## src/rtl/scanpow_pkg.sv

```systemverilog
package scanpow_pkg;
    typedef enum logic [2:0] {
        ST_IDLE    = 3'd0,
        ST_SHIFT   = 3'd1,
        ST_CAPTURE = 3'd2,
        ST_FLUSH   = 3'd3,
        ST_DONE    = 3'd4
    } seq_state_t;
endpackage

```

## src/rtl/scan_vec_store.sv

```systemverilog
module scan_vec_store #(
    parameter int NUM_VEC = 8,
    parameter int VW      = 65,
    parameter int AW      = 3
) (
    input  logic          clk,
    input  logic          wr_en,
    input  logic [AW-1:0] wr_addr,
    input  logic [VW-1:0] wr_data,
    input  logic [AW-1:0] rd_idx,
    output logic [VW-1:0] rd_word
);
    logic [VW-1:0] mem [NUM_VEC];

    always_ff @(posedge clk) begin
        if (wr_en && (int'(wr_addr) < NUM_VEC)) begin
            mem[wr_addr] <= wr_data;
        end
    end

    always_comb begin
        rd_word = '0;
        if (int'(rd_idx) < NUM_VEC) begin
            rd_word = mem[rd_idx];
        end
    end
endmodule

```

## src/rtl/scan_seq_fsm.sv

```systemverilog
module scan_seq_fsm
    import scanpow_pkg::*;
#(
    parameter int NUM_VEC   = 8,
    parameter int CHAIN_LEN = 16,
    parameter int AW        = 3,
    parameter int BW        = 4
) (
    input  logic          clk,
    input  logic          rst_n,
    input  logic          start,
    input  logic          vec_flag,
    output logic [AW-1:0] vec_idx,
    output logic [BW-1:0] bit_cnt,
    output logic          start_acc,
    output logic          load_phase,
    output logic          shift_en,
    output logic          cap_en,
    output logic          unload_vld,
    output logic          hold_b,
    output logic          done
);
    localparam logic [AW-1:0] LAST_VEC = AW'(NUM_VEC - 1);
    localparam logic [BW-1:0] LAST_BIT = BW'(CHAIN_LEN - 1);

    seq_state_t state_q, state_d;
    logic       last_bit, last_vec, eff_flag;

    assign last_bit  = (bit_cnt == LAST_BIT);
    assign last_vec  = (vec_idx == LAST_VEC);
    assign eff_flag  = vec_flag && !last_vec;
    assign start_acc = start && ((state_q == ST_IDLE) || (state_q == ST_DONE));

    always_comb begin
        state_d = state_q;
        unique case (state_q)
            ST_IDLE, ST_DONE: if (start)    state_d = ST_SHIFT;
            ST_SHIFT:         if (last_bit) state_d = ST_CAPTURE;
            ST_CAPTURE:       state_d = last_vec ? ST_FLUSH : ST_SHIFT;
            ST_FLUSH:         if (last_bit) state_d = ST_DONE;
            default:          state_d = ST_IDLE;
        endcase
    end

    always_ff @(posedge clk or negedge rst_n) begin
        if (!rst_n) state_q <= ST_IDLE;
        else        state_q <= state_d;
    end

    always_ff @(posedge clk or negedge rst_n) begin
        if (!rst_n) begin
            bit_cnt <= '0;
            vec_idx <= '0;
            hold_b  <= 1'b0;
        end else if (start_acc) begin
            bit_cnt <= '0;
            vec_idx <= '0;
            hold_b  <= 1'b0;
        end else begin
            unique case (state_q)
                ST_SHIFT: begin
                    if (last_bit) begin
                        bit_cnt <= '0;
                        hold_b  <= eff_flag;
                    end else begin
                        bit_cnt <= bit_cnt + 1'b1;
                    end
                end
                ST_CAPTURE: if (!last_vec) vec_idx <= vec_idx + 1'b1;
                ST_FLUSH:   bit_cnt <= last_bit ? '0 : bit_cnt + 1'b1;
                default:    ;
            endcase
        end
    end

    always_comb begin
        load_phase = 1'b0;
        shift_en   = 1'b0;
        cap_en     = 1'b0;
        unload_vld = 1'b0;
        done       = 1'b0;
        unique case (state_q)
            ST_SHIFT: begin
                load_phase = 1'b1;
                shift_en   = 1'b1;
                unload_vld = (vec_idx != '0);
            end
            ST_CAPTURE: cap_en = 1'b1;
            ST_FLUSH: begin
                shift_en   = 1'b1;
                unload_vld = 1'b1;
            end
            ST_DONE:  done = 1'b1;
            default:  ;
        endcase
    end


    hold_rise_chk: assert property (@(posedge clk) disable iff (!rst_n)
        $rose(hold_b) |-> (state_q == ST_CAPTURE));


    first_full_chk: assert property (@(posedge clk) disable iff (!rst_n)
        (state_q == ST_SHIFT && vec_idx == '0) |-> !hold_b);


    last_full_chk: assert property (@(posedge clk) disable iff (!rst_n)
        (state_q == ST_CAPTURE && last_vec) |-> !hold_b);


    single_cap_chk: assert property (@(posedge clk) disable iff (!rst_n)
        (state_q == ST_CAPTURE) |=> (state_q != ST_CAPTURE));


    done_entry_chk: assert property (@(posedge clk) disable iff (!rst_n)
        $rose(done) |-> ($past(state_q) == ST_FLUSH));
endmodule

```

## src/rtl/scan_chain_model.sv

```systemverilog
module scan_chain_model #(
    parameter int A_CHAINS  = 2,
    parameter int B_CHAINS  = 2,
    parameter int CHAIN_LEN = 16
) (
    input  logic                              clk,
    input  logic                              rst_n,
    input  logic                              shift_en,
    input  logic                              cap_en,
    input  logic                              hold_b,
    input  logic [A_CHAINS+B_CHAINS-1:0]      si,
    input  logic [(A_CHAINS+B_CHAINS)*CHAIN_LEN-1:0] cap_data,
    output logic [(A_CHAINS+B_CHAINS)*CHAIN_LEN-1:0] ff_state,
    output logic [A_CHAINS+B_CHAINS-1:0]      so
);
    localparam int NCH  = A_CHAINS + B_CHAINS;
    localparam int A_FF = A_CHAINS * CHAIN_LEN;
    localparam int TOT  = NCH * CHAIN_LEN;

    for (genvar c = 0; c < NCH; c++) begin : g_chain
        logic [CHAIN_LEN-1:0] ch;
        logic                 clk_on;
        if (c < A_CHAINS) begin : g_set_a
            assign clk_on = shift_en || cap_en;
        end else begin : g_set_b
            assign clk_on = (shift_en || cap_en) && !hold_b;
        end

        always_ff @(posedge clk or negedge rst_n) begin
            if (!rst_n) begin
                ch <= '0;
            end else if (clk_on) begin
                if (cap_en) ch <= cap_data[c*CHAIN_LEN +: CHAIN_LEN];
                else        ch <= {ch[CHAIN_LEN-2:0], si[c]};
            end
        end

        assign ff_state[c*CHAIN_LEN +: CHAIN_LEN] = ch;
        assign so[c] = ch[CHAIN_LEN-1];
    end


    b_hold_chk: assert property (@(posedge clk) disable iff (!rst_n)
        hold_b |=> $stable(ff_state[TOT-1:A_FF]));


    a_capture_chk: assert property (@(posedge clk) disable iff (!rst_n)
        cap_en |=> (ff_state[A_FF-1:0] == $past(cap_data[A_FF-1:0])));
endmodule

```

## src/rtl/scan_activity_meter.sv

```systemverilog
module scan_activity_meter #(
    parameter int A_FF = 32,
    parameter int B_FF = 32,
    parameter int CW   = 16
) (
    input  logic                 clk,
    input  logic                 rst_n,
    input  logic                 clear,
    input  logic                 active,
    input  logic                 hold_b,
    input  logic [A_FF+B_FF-1:0] ff_state,
    output logic [CW-1:0]        clk_count,
    output logic [CW-1:0]        tog_count
);
    localparam int TOT = A_FF + B_FF;

    logic [TOT-1:0] prev_q;
    logic [CW-1:0]  clk_add, tog_add;

    always_comb begin
        clk_add = '0;
        if (active) clk_add = hold_b ? CW'(A_FF) : CW'(TOT);
        tog_add = CW'($countones(ff_state ^ prev_q));
    end

    always_ff @(posedge clk or negedge rst_n) begin
        if (!rst_n) begin
            prev_q    <= '0;
            clk_count <= '0;
            tog_count <= '0;
        end else begin
            prev_q <= ff_state;
            if (clear) begin
                clk_count <= '0;
                tog_count <= '0;
            end else begin
                clk_count <= clk_count + clk_add;
                tog_count <= tog_count + tog_add;
            end
        end
    end


    clk_mono_chk: assert property (@(posedge clk) disable iff (!rst_n)
        !clear |=> (clk_count >= $past(clk_count)));


    clk_idle_chk: assert property (@(posedge clk) disable iff (!rst_n)
        (!clear && !active) |=> $stable(clk_count));
endmodule

```

## src/rtl/scan_disable_seq.sv

```systemverilog
module scan_disable_seq
    import scanpow_pkg::*;
#(
    parameter int NUM_VEC   = 8,
    parameter int CHAIN_LEN = 16,
    parameter int A_CHAINS  = 2,
    parameter int B_CHAINS  = 2,
    localparam int NCH      = A_CHAINS + B_CHAINS,
    localparam int TOT      = NCH * CHAIN_LEN,
    localparam int VW       = TOT + 1,
    localparam int AW       = (NUM_VEC > 1) ? $clog2(NUM_VEC) : 1,
    localparam int BW       = (CHAIN_LEN > 1) ? $clog2(CHAIN_LEN) : 1,
    localparam int CYCLES   = NUM_VEC * (CHAIN_LEN + 1) + CHAIN_LEN + 1,
    localparam int CW       = $clog2(CYCLES * TOT + 1)
) (
    input  logic           clk,
    input  logic           rst_n,
    input  logic           wr_en,
    input  logic [AW-1:0]  wr_addr,
    input  logic [VW-1:0]  wr_data,
    input  logic           start,
    input  logic [TOT-1:0] cap_data,
    output logic           shift_en,
    output logic           cap_en,
    output logic           hold_b,
    output logic [NCH-1:0] scan_in,
    output logic [NCH-1:0] scan_out,
    output logic           unload_vld,
    output logic           done,
    output logic [CW-1:0]  clk_count,
    output logic [CW-1:0]  tog_count
);
    logic [AW-1:0]  vec_idx;
    logic [BW-1:0]  bit_cnt;
    logic [VW-1:0]  rd_word;
    logic [TOT-1:0] ff_state;
    logic           start_acc, load_phase;

    scan_vec_store #(.NUM_VEC(NUM_VEC), .VW(VW), .AW(AW)) u_store (
        .clk     (clk),
        .wr_en   (wr_en),
        .wr_addr (wr_addr),
        .wr_data (wr_data),
        .rd_idx  (vec_idx),
        .rd_word (rd_word)
    );

    scan_seq_fsm #(.NUM_VEC(NUM_VEC), .CHAIN_LEN(CHAIN_LEN), .AW(AW), .BW(BW)) u_fsm (
        .clk        (clk),
        .rst_n      (rst_n),
        .start      (start),
        .vec_flag   (rd_word[0]),
        .vec_idx    (vec_idx),
        .bit_cnt    (bit_cnt),
        .start_acc  (start_acc),
        .load_phase (load_phase),
        .shift_en   (shift_en),
        .cap_en     (cap_en),
        .unload_vld (unload_vld),
        .hold_b     (hold_b),
        .done       (done)
    );

    for (genvar c = 0; c < NCH; c++) begin : g_si
        assign scan_in[c] = load_phase
            ? rd_word[1 + c*CHAIN_LEN + (CHAIN_LEN - 1 - int'(bit_cnt))] : 1'b0;
    end

    scan_chain_model #(.A_CHAINS(A_CHAINS), .B_CHAINS(B_CHAINS), .CHAIN_LEN(CHAIN_LEN)) u_chains (
        .clk      (clk),
        .rst_n    (rst_n),
        .shift_en (shift_en),
        .cap_en   (cap_en),
        .hold_b   (hold_b),
        .si       (scan_in),
        .cap_data (cap_data),
        .ff_state (ff_state),
        .so       (scan_out)
    );

    scan_activity_meter #(.A_FF(A_CHAINS*CHAIN_LEN), .B_FF(B_CHAINS*CHAIN_LEN), .CW(CW)) u_meter (
        .clk       (clk),
        .rst_n     (rst_n),
        .clear     (start_acc),
        .active    (shift_en || cap_en),
        .hold_b    (hold_b),
        .ff_state  (ff_state),
        .clk_count (clk_count),
        .tog_count (tog_count)
    );


    flush_zero_chk: assert property (@(posedge clk) disable iff (!rst_n)
        (shift_en && !load_phase) |-> (scan_in == '0));
endmodule

```

## config.mk

```make
export PLATFORM = sky130hd
export DESIGN_NAME = scan_disable_seq
export DESIGN_NICKNAME = d
export VERILOG_FILES = /design/src/rtl/scanpow_pkg.sv /design/src/rtl/scan_vec_store.sv /design/src/rtl/scan_seq_fsm.sv /design/src/rtl/scan_chain_model.sv /design/src/rtl/scan_activity_meter.sv /design/src/rtl/scan_disable_seq.sv
export SDC_FILE = /design/constraint.sdc
export NUM_CORES = 1
export LEC_CHECK = 0
export BUFFER_PORTS_ARGS = -buffer_cell sky130_fd_sc_hd__buf_2
export CORE_UTILIZATION = 61
export CTS_CLUSTER_SIZE = 14
export DETAILED_ROUTE_END_ITERATION = 10
export PLACE_DENSITY = 0.84
export SKIP_LAST_GASP = 1
export SYNTH_ARGS = -nofsm -noshare
export SYNTH_HDL_FRONTEND = slang
export SYNTH_SLANG_ARGS = --single-unit
```

## constraint.sdc

```tcl
create_clock -name clk -period 7.75 [get_ports clk]
set_clock_uncertainty 0.05 [all_clocks]
set_input_delay 0.775 -clock clk [delete_from_list [all_inputs] [get_ports clk]]
set_output_delay 0.775 -clock clk [all_outputs]
set_load 0.005 [all_outputs]
```

==> impl_metrics.py, run 1 <==
metrics = {
    "run_status": {
        "status": "finished, final reports clean",
    },
    "synth": {
        "synth_common_cells": "edfxtp_1, dfrtp_1, inv_1",
        "syn_area_per_cell_um2": 16.7,
        "postSynthCellCount": 1767,
        "yosys_warnings": 0,
        "syn_area_um2": 29500,
        "yosys.area.top_type": "edfxtp_1",
        "synth_flop_cell": "edfxtp_1",
        "yosysMostFrequentCell": "edfxtp_1",
        "synth.distinct_cells": 66,
        "synthTopCellsByArea": "edfxtp_1, dfrtp_1, mux4_2",
        "synth.top_cell.area_share": 0.529,
        "synth_seq_area_share": 0.666,
        "synthArstFlopShare": 0.238,
        "synth-edff-count": 520,
        "synth_seq_cells": 682,
    },
    "sta": {
        "final_hold_viol_count": 0,
        "drv_slew": 0,
        "relSlewSlack": 0.179,
        "post-route-min-period_ns": 7.42,
        "rsz0062_at_grt": "true",
        "finalSetupViolations": 0,
        "fmax_mhz": 135,
        "finalCritPeriodShare": 0.958,
        "worstMarginPinSlew_ns": 1.23,
    },
    "setup_path": {
        "path_common_cell": "fa_1",
        "worstSetupPathType": "reg -> reg",
        "critPathMaxStageDelay_ns": 0.54,
        "cp-start-kind": "flop",
        "r2r_cells": 27,
        "cp.required_ns": 8.21,
        "crit_path_end_kind": "flop",
        "r2r-start": "u_chains.g_chain[0].ch[0]",
        "crit_slowest_cell": "fa_1",
        "r2r-end": "u_meter.tog_count[12]",
        "r2r_setup_slack_ns": 0.33,
        "critPathMaxFanout": 4,
        "arrival_ns": 7.88,
    },
    "die": {
        "pin_count": 177,
        "die_w_um": 222,
        "start_util": 0.618,
        "die_area_um2": 49300,
        "core_area_um2": 47700,
        "die_h_um": 222,
        "rows": 80,
    },
    "clock_tree": {
        "clock_path_buffers": 3,
        "clkTransAtPathRegs_ns": 0.06,
        "cts-root-buf": "clkbuf_16",
        "htree_num_levels": 3,
        "cts_hold_buf": 0,
        "numCtsBuffers": 69,
        "cts_resized": 0,
        "tritoncts": "yes",
        "cts_setup_buffers": 0,
        "clkLatencyLatePin_ns": 0.63,
        "clock-sinks": 682,
    },
    "routing": {
        "wl_um": 66700,
        "vias_per_cell": 6.24,
        "dr.pass1.iters": 5,
        "wl_per_cell_um": 25.4,
        "final_antenna_net_count": 0,
        "first_iter_violations": 1837,
        "drc": 0,
        "via_count": 16400,
    },
    "run": {
        "cap_viol_max_count": 0,
    },
    "global_routing": {
        "grt_overflow": 0,
        "grt_use_total": 0.279,
        "grt_pass1_vias": 17300,
        "antenna_found_initial": 8,
        "grt_pass1_wl_um": 102000,
        "grt_max_degree": 94,
    },
    "placement": {
        "io_buffer_count": 171,
        "gp_congestion": 0.851,
        "dp_hpwl_um": 40300,
    },
    "final_layout": {
        "fin_util": 0.693,
        "drive_gt1_frac": 0.201,
        "nets": 2210,
        "syn2layout_area_growth_pct": 12.0,
    },
    "worst_hold_path": {
        "hold_path_class": "in -> async",
    },
}
routing by layer:
layer	vias to the layer above	global-route usage	wire (um)
li1	7042	-	-
met1	8383	0.353	24900
met2	813	0.470	34500
met3	159	0.0627	5150
met4	4	0.112	2190
met5	-	0	24
worst max-delay path: cells and delay by family (launching register included):
kind / cells / cell delay [ns]
AOI/OAI and AO/OA: 7 / 1.24
xor gates and xnor gates: 1 / 0.16
adders and majority gates: 10 / 4.48
buffers and inverters: 7 / 0.43
DFF: 1 / 0.41
and+or+nand+nor: 2 / 0.52
cell families (layout without fill, tap and decap cells):
logic type	count (synthesis)	after routing	share of synthesized area
AOI/OAI and AO/OA	228	228	0.0501
xor gates and xnor gates	85	85	0.0252
DFF	682	682	0.666
buffers and inverters	201	435	0.0356
muxes	210	210	0.117
and+or+nand+nor	235	235	0.0361
other	1	12	0.000127
adders and majority gates	125	125	0.0693
stage by stage:
stage / setup slack, ns / hold WS [ns] / cells / TNS [ns] / instance area [um2]
6_report: 0.328 / 0.180 / 2627 / 0 / 33100
3_5_place_dp: 0.222 / 0.381 / 2493 / 0 / 30800
5_1_grt: -0.00673 / 0.244 / 2623 / -0.00673 / 33100
4_1_cts: 0.221 / 0.205 / 2620 / 0 / 33000
3_3_place_gp: 0.374 / 0.364 / 2493 / 0 / 30800
2_1_floorplan: 0.812 / 0.353 / 1771 / 0 / 29500
worst max path at each step:
stage / start / end / slack [ns] / depth (start not counted)
global route: u_chains.g_chain[0].ch[0] / u_meter.tog_count[12] / -0.007 / 27
floorplan: u_chains.g_chain[0].ch[0] / u_meter.tog_count[12] / 0.81 / 27
detailed placement: u_chains.g_chain[0].ch[0] / u_meter.tog_count[12] / 0.22 / 27
global placement: u_chains.g_chain[0].ch[0] / u_meter.tog_count[12] / 0.37 / 27
finish: u_chains.g_chain[0].ch[0] / u_meter.tog_count[12] / 0.33 / 27
CTS: u_chains.g_chain[0].ch[0] / u_meter.tog_count[12] / 0.22 / 27
flip-flops by register name (all words and copies together), names as in the netlist:
name and cells:
u_store.mem 520, u_chains.g_chain.ch 64, u_meter.prev_q 64, u_meter.tog_count 14
u_meter.clk_count 9, u_fsm.bit_cnt 4, u_fsm.state_q 3, u_fsm.vec_idx 3
u_fsm.hold_b 1
layout by cell type, fill, tap and decap left out, types with 58 or more instances in the layout:
master,instances
o21ai_0,78
edfxtp_1,520
a22oi_1,58
buf_2,170
xor2_1,76
nand2_1,96
mux2i_1,104
inv_1,111
ha_1,61
fa_1,64
clkbuf_16,71
mux4_2,81
dfrtp_1,159
layout make-up:
type,count,area [um2]
timing repair buffer,196,1060
clock inverter,40,380
inverter,112,420
clock buffer,87,1850
fill,2978,14700
antenna,7,17.5
sequential,682,19700
tap,615,769
multi-input combinational,888,8900
Power of run 1 is left out: the tool's default activity adds up to more than one toggle a clock period on the data nets, which glitch-free logic cannot reach.
==> run 2, diff against run 1 <==
==> constraint.sdc (replaced) <==
create_clock -name clk -period 7.75 [get_ports clk]
set_clock_uncertainty 0.05 [all_clocks]
set_input_delay 1.55 -clock clk [delete_from_list [all_inputs] [get_ports clk]]
set_output_delay 1.55 -clock clk [all_outputs]
set_load 0.005 [all_outputs]
==> run 2 against run 1 <==
Wire length is 2.7% lower. Via count is 0.45% lower. Worst setup slack worse by 0.022 ns. Sequential cell count stayed put. Die area stayed put. Worst hold slack better by 0.20 ns. Cell area is 0.24% lower. Register-to-register slack worse by 0.02 ns. Largest cell class unchanged.
==> impl_metrics.py, run 2 (same netlist as run 1, synthesis figures left out) <==
metrics = {
    "sta": {
        "fmax_mhz": 134,
        "rsz0062_at_grt": "false",
        "setup-tns-final_ns": 0,
        "finalCritPeriodShare": 0.960,
        "final_hold_viol_count": 0,
        "post-route-min-period_ns": 7.44,
        "finalSetupViolations": 0,
        "drv_slew": 0,
        "relSlewSlack": 0.310,
        "worstMarginPinSlew_ns": 1.03,
    },
    "routing": {
        "first_iter_violations": 1849,
        "vias_per_cell": 6.22,
        "via_count": 16300,
        "wl_um": 64900,
        "final_antenna_net_count": 0,
        "drc": 0,
        "dr.pass1.iters": 7,
        "wl_per_cell_um": 24.7,
    },
    "clock_tree": {
        "htree_num_levels": 3,
        "clock-sinks": 682,
        "cts-root-buf": "clkbuf_16",
        "numCtsBuffers": 68,
        "clkTransAtPathRegs_ns": 0.06,
        "tritoncts": "yes",
        "cts_hold_buf": 0,
        "clkLatencyLatePin_ns": 0.61,
        "clock_path_buffers": 3,
    },
    "final_layout": {
        "final_cell_mix": "edfxtp_1, buf_2, dfrtp_1",
        "mostFrequentLayoutCell": "edfxtp_1",
        "nets": 2213,
        "fillers": 2995,
        "top_regs": "u_store.mem: 520 flops, u_chains.g_chain.ch: 64 flops, u_meter.prev_q: 64 flops",
        "top_register": "u_store.mem",
        "largest_reg_flops": 520,
        "syn2layout_area_growth_pct": 11.8,
        "fin_util": 0.691,
        "drive_gt1_frac": 0.203,
    },
    "placement": {
        "gp_congestion": 0.857,
        "io_buffer_count": 171,
        "dp_hpwl_um": 39300,
    },
    "global_routing": {
        "grt_pass1_wl_um": 99100,
        "grt_use_total": 0.270,
        "grt_max_degree": 93,
        "antenna_found_initial": 9,
        "grt_overflow": 0,
        "grt_pass1_vias": 17100,
    },
    "setup_path": {
        "cp-endpoint": "u_meter.tog_count[13]",
        "crit_path_start": "u_chains.g_chain[0].ch[0]",
        "r2r-end": "u_meter.tog_count[13]",
        "r2r-start": "u_chains.g_chain[0].ch[0]",
        "arrival_ns": 7.87,
        "r2r_cells": 25,
        "cp-start-kind": "flop",
        "worstSetupPathType": "reg -> reg",
        "crit_path_end_kind": "flop",
        "cp.required_ns": 8.18,
        "critPathMaxFanout": 4,
        "r2r_setup_slack_ns": 0.31,
    },
    "die": {
        "die_h_um": 222,
        "die_area_um2": 49300,
        "rows": 80,
        "die_w_um": 222,
        "core_area_um2": 47700,
        "start_util": 0.618,
        "pin_count": 177,
    },
    "run_status": {
        "status": "finished, final reports clean",
    },
    "run": {
        "cap_viol_max_count": 0,
    },
    "worst_hold_path": {
        "hold_path_class": "reg -> reg",
    },
}
==> run 2: cell types whose count changed in the layout (fill, tap and decap cells not counted), moves of 2 or more <==
| cell | change |
|---|---|
| inv_6 | +2 |
| bufinv_16 | -3 |
| clkbuf_8 | +3 |
| clkinv_1 | -4 |
| clkinv_2 | +2 |
| clkbuf_16 | -3 |
| clkinvlp_4 | -2 |
| buf_4 | +4 |
==> run 2: critical path, stage by stage, from the launching register on <==
cell	delay, ns
dfrtp_1	0.41
xor2_1	0.16
ha_1	0.28
inv_1	0.05
fa_1	0.53
inv_1	0.06
fa_1	0.50
inv_1	0.08
fa_1	0.53
inv_1	0.06
fa_1	0.55
inv_1	0.06
fa_1	0.50
fa_1	0.52
fa_1	0.55
inv_1	0.06
fa_1	0.40
a21o_1	0.18
a21oi_1	0.19
o21ai_0	0.14
a2111oi_0	0.68
o41ai_1	0.28
nand3_1	0.17
or2_2	0.13
xor2_1	0.16
nor2_1	0.06
==> run 2: worst min path at each step <==
stage	startpoint	to	cells after the start
after global placement	u_chains.g_chain[0].ch[15]	u_meter.prev_q[15]	0
after floorplan	u_chains.g_chain[3].ch[0]	u_meter.prev_q[48]	0
final	u_chains.g_chain[2].ch[15]	u_meter.prev_q[47]	0
after CTS	u_chains.g_chain[2].ch[15]	u_meter.prev_q[47]	0
after global routing	u_chains.g_chain[2].ch[15]	u_meter.prev_q[47]	0
after detailed placement	u_chains.g_chain[2].ch[15]	u_meter.prev_q[47]	0
==> run 2: layer usage <==
layer / GRT usage / wire length [um] / up-vias
li1: - / - / 7026
met1: 0.340 / 24400 / 8365
met2: 0.460 / 33600 / 783
met3: 0.0636 / 4990 / 146
met4: 0.0990 / 1860 / 8
met5: 0 / 57 / -
==> run 2: cell type report <==
| class | count | area [um2] | share of cell area |
|---|---|---|---|
| sequential | 682 | 19700 | 0.596 |
| multi-input combinational | 888 | 8900 | 0.270 |
| clock buffer | 87 | 1810 | 0.0549 |
| timing repair buffer | 200 | 1090 | 0.0331 |
| tap | 615 | 769 | 0.0233 |
| inverter | 112 | 420 | 0.0127 |
| clock inverter | 36 | 307 | 0.00929 |
| antenna | 6 | 15.0 | 0.000455 |
==> run 2: what timing repair did <==
item / 4_1_cts / 5_1_grt
endpoints found under the hold margin: 0 / 0
buffers inserted: 0 / 0
setup endpoints to repair: 0 / 2
gates resized for setup: 0 / 5
==> run 2: metrics by stage <==
| step | area, um2 | setup WS (ns) | hold slack [ns] | instances |
|---|---|---|---|---|
| 5_1_grt | 33000 | 0.0114 | 0.395 | 2624 |
| 4_1_cts | 33000 | 0.0748 | 0.389 | 2620 |
| 6_report | 33000 | 0.306 | 0.381 | 2626 |
| 3_5_place_dp | 30800 | 0.255 | 0.376 | 2497 |
| 3_3_place_gp | 30800 | 0.423 | 0.364 | 2497 |
| 2_1_floorplan | 29500 | 0.812 | 0.353 | 1771 |
Power of run 2 is left out for the same reason.
==> run 3, diff against run 2 <==
--- a/config.mk
+++ b/config.mk
@@ -13,4 +13,5 @@
 export SKIP_LAST_GASP = 1
 export SYNTH_ARGS = -nofsm -noshare
 export SYNTH_HDL_FRONTEND = slang
+export SYNTH_HIERARCHICAL = 1
 export SYNTH_SLANG_ARGS = --single-unit
==> run 3 against run 2 <==
Wire length decreased by 1.9%. Critical path type unchanged. First-iteration DRC count decreased by 22%. Global-route usage decreased by 0.33 points. Utilization increased by 0.099 points. Register-to-register slack improved by 0.33 ns. Highest routed layer unchanged. Sequential share of layout area increased by 0.17 points. Sequential cell count unchanged.
==> impl_metrics.py, run 3 <==
metrics = {
    "clock_tree": {
        "cts_hold_buf": 0,
        "tritoncts": "yes",
        "cts_setup_buffers": 0,
        "cts-root-buf": "clkbuf_16",
        "htree_num_levels": 3,
        "clock_path_buffers": 3,
        "numCtsBuffers": 70,
        "clock-sinks": 682,
        "clkTransAtPathRegs_ns": 0.06,
        "cts_resized": 0,
        "clkLatencyLatePin_ns": 0.62,
    },
    "global_routing": {
        "grt_pass1_wl_um": 97100,
        "grt_pass1_vias": 16300,
        "antenna_found_initial": 14,
        "grt_max_degree": 92,
        "grt_use_total": 0.267,
        "grt_overflow": 0,
    },
    "worst_hold_path": {
        "hold_path_class": "reg -> reg",
        "holdPathStages": 0,
        "min_from": "u_chains/g_chain[0].ch[6]",
        "hold_end": "u_meter/prev_q[6]",
    },
    "synth": {
        "synthTopCellsByArea": "edfxtp_1, dfrtp_1, mux4_2",
        "syn_area_per_cell_um2": 18.1,
        "synth_seq_area_share": 0.670,
        "synthArstFlopShare": 0.238,
        "yosys.area.top_type": "edfxtp_1",
        "yosysMostFrequentCell": "edfxtp_1",
        "synth-edff-count": 520,
        "postSynthCellCount": 1618,
        "yosys_warnings": 6,
        "synth_seq_cells": 682,
        "synth_common_cells": "edfxtp_1, dfrtp_1, mux4_2",
        "syn_area_um2": 29300,
        "synth.distinct_cells": 65,
        "synth.top_cell.area_share": 0.532,
        "synth_flop_cell": "edfxtp_1",
    },
    "sta": {
        "finalSetupViolations": 0,
        "final_hold_viol_count": 0,
        "drv_slew": 0,
        "finalCritPeriodShare": 0.918,
        "relSlewSlack": 0.231,
        "worstMarginPinSlew_ns": 1.15,
        "post-route-min-period_ns": 7.11,
        "setup-tns-final_ns": 0,
        "rsz0062_at_grt": "false",
        "fmax_mhz": 141,
    },
    "die": {
        "die_h_um": 221,
        "rows": 80,
        "die_w_um": 221,
        "die_area_um2": 49000,
        "core_area_um2": 47500,
        "start_util": 0.617,
        "pin_count": 177,
    },
    "run_status": {
        "status": "finished, final reports clean",
    },
    "final_layout": {
        "fin_util": 0.692,
        "largest_reg_flops": 520,
        "nets": 2025,
        "top_regs": "u_store/mem: 520 flops, u_chains/g_chain.ch: 64 flops, u_meter/prev_q: 64 flops",
        "mostFrequentLayoutCell": "edfxtp_1",
        "syn2layout_area_growth_pct": 12.1,
        "drive_gt1_frac": 0.288,
        "fillers": 2898,
        "final_cell_mix": "edfxtp_1, buf_2, dfrtp_1",
        "top_register": "u_store/mem",
    },
    "setup_path": {
        "r2r-start": "u_chains/g_chain[3].ch[4]",
        "cp-start-kind": "flop",
        "r2r-end": "u_meter/tog_count[10]",
        "crit_path_end_kind": "flop",
        "critPathMaxFanout": 5,
        "r2r_cells": 20,
        "worstSetupPathType": "reg -> reg",
        "cp.required_ns": 8.23,
        "r2r_setup_slack_ns": 0.64,
        "arrival_ns": 7.59,
    },
    "placement": {
        "io_buffer_count": 171,
        "dp_hpwl_um": 36600,
        "gp_congestion": 0.884,
    },
    "routing": {
        "drc": 0,
        "final_antenna_net_count": 0,
        "dr.pass1.iters": 5,
        "wl_per_cell_um": 25.7,
        "wl_um": 63600,
        "via_count": 15500,
        "vias_per_cell": 6.26,
        "first_iter_violations": 1437,
    },
    "run": {
        "cap_viol_max_count": 0,
    },
}
run 3: per-layer routing:
metal	part of all wire	GRT usage	vias up
met5	0.0014	0	-
met4	0.034	0.111	14
met3	0.072	0.0600	165
met2	0.51	0.444	679
met1	0.38	0.343	7987
li1	-	-	6642
run 3: area by class of cell:
type | instances | area, um2 | share of cell area
Sequential cell | 682 | 19700 | 0.598
Clock buffer | 96 | 1940 | 0.0591
Antenna cell | 8 | 20.0 | 0.000608
Tap cell | 615 | 769 | 0.0234
Inverter | 55 | 219 | 0.00665
Multi-Input combinational cell | 794 | 8950 | 0.272
Timing Repair Buffer | 195 | 1050 | 0.0321
Clock inverter | 30 | 274 | 0.00833
run 3: cell families (layout without fill, tap and decap cells):
| family | Yosys count | count (layout) | share of synthesized area |
|---|---|---|---|
| buffers and inverters | 146 | 376 | 0.0273 |
| other | 1 | 13 | 0.000128 |
| XOR/XNOR | 73 | 73 | 0.0218 |
| flip-flops | 682 | 682 | 0.670 |
| multiplexers | 254 | 254 | 0.155 |
| AO/OA/AOI/OAI | 130 | 130 | 0.0274 |
| AND/OR/NAND/NOR | 241 | 241 | 0.0449 |
| adder cells (fa/ha/maj) | 91 | 91 | 0.0534 |
run 3: worst max-delay path: stages, from the launching register on:
cell and delay (ns):
dfrtp_1 0.43, xnor2_1 0.17, fa_1 0.55, inv_1 0.06
fa_1 0.56, inv_1 0.06, fa_1 0.55, fa_1 0.45
fa_1 0.52, inv_1 0.05, fa_1 0.48, inv_1 0.06
fa_1 0.53, fa_1 0.52, fa_1 0.51, fa_1 0.42
nand2b_1 0.18, a21oi_1 0.24, a211oi_1 0.17, or3_1 0.34
a21oi_1 0.15
run 3: through the flow:
stage                     cells  setup WS, ns  hold slack (ns)  instance area (um2)
after floorplan            1622         0.985            0.360                29400
after global placement     2341         0.786            0.368                30700
after detailed placement   2341         0.696            0.377                30700
after CTS                  2467         0.641            0.389                32900
after global routing       2471         0.335            0.400                32900
final                      2475         0.636            0.392                32900
run 3: how the worst max path moves through the flow:
stage	depth (start not counted)	end	startpoint
global placement	20	u_meter/tog_count[12]	u_chains/g_chain[3].ch[4]
finish	20	u_meter/tog_count[10]	u_chains/g_chain[3].ch[4]
global route	20	u_meter/tog_count[10]	u_chains/g_chain[3].ch[4]
CTS	20	u_meter/tog_count[10]	u_chains/g_chain[3].ch[4]
detailed placement	20	u_meter/tog_count[12]	u_chains/g_chain[3].ch[4]
floorplan	2	u_store/mem[0][0]	wr_addr[2]
Power of run 3 is left out for the same reason.
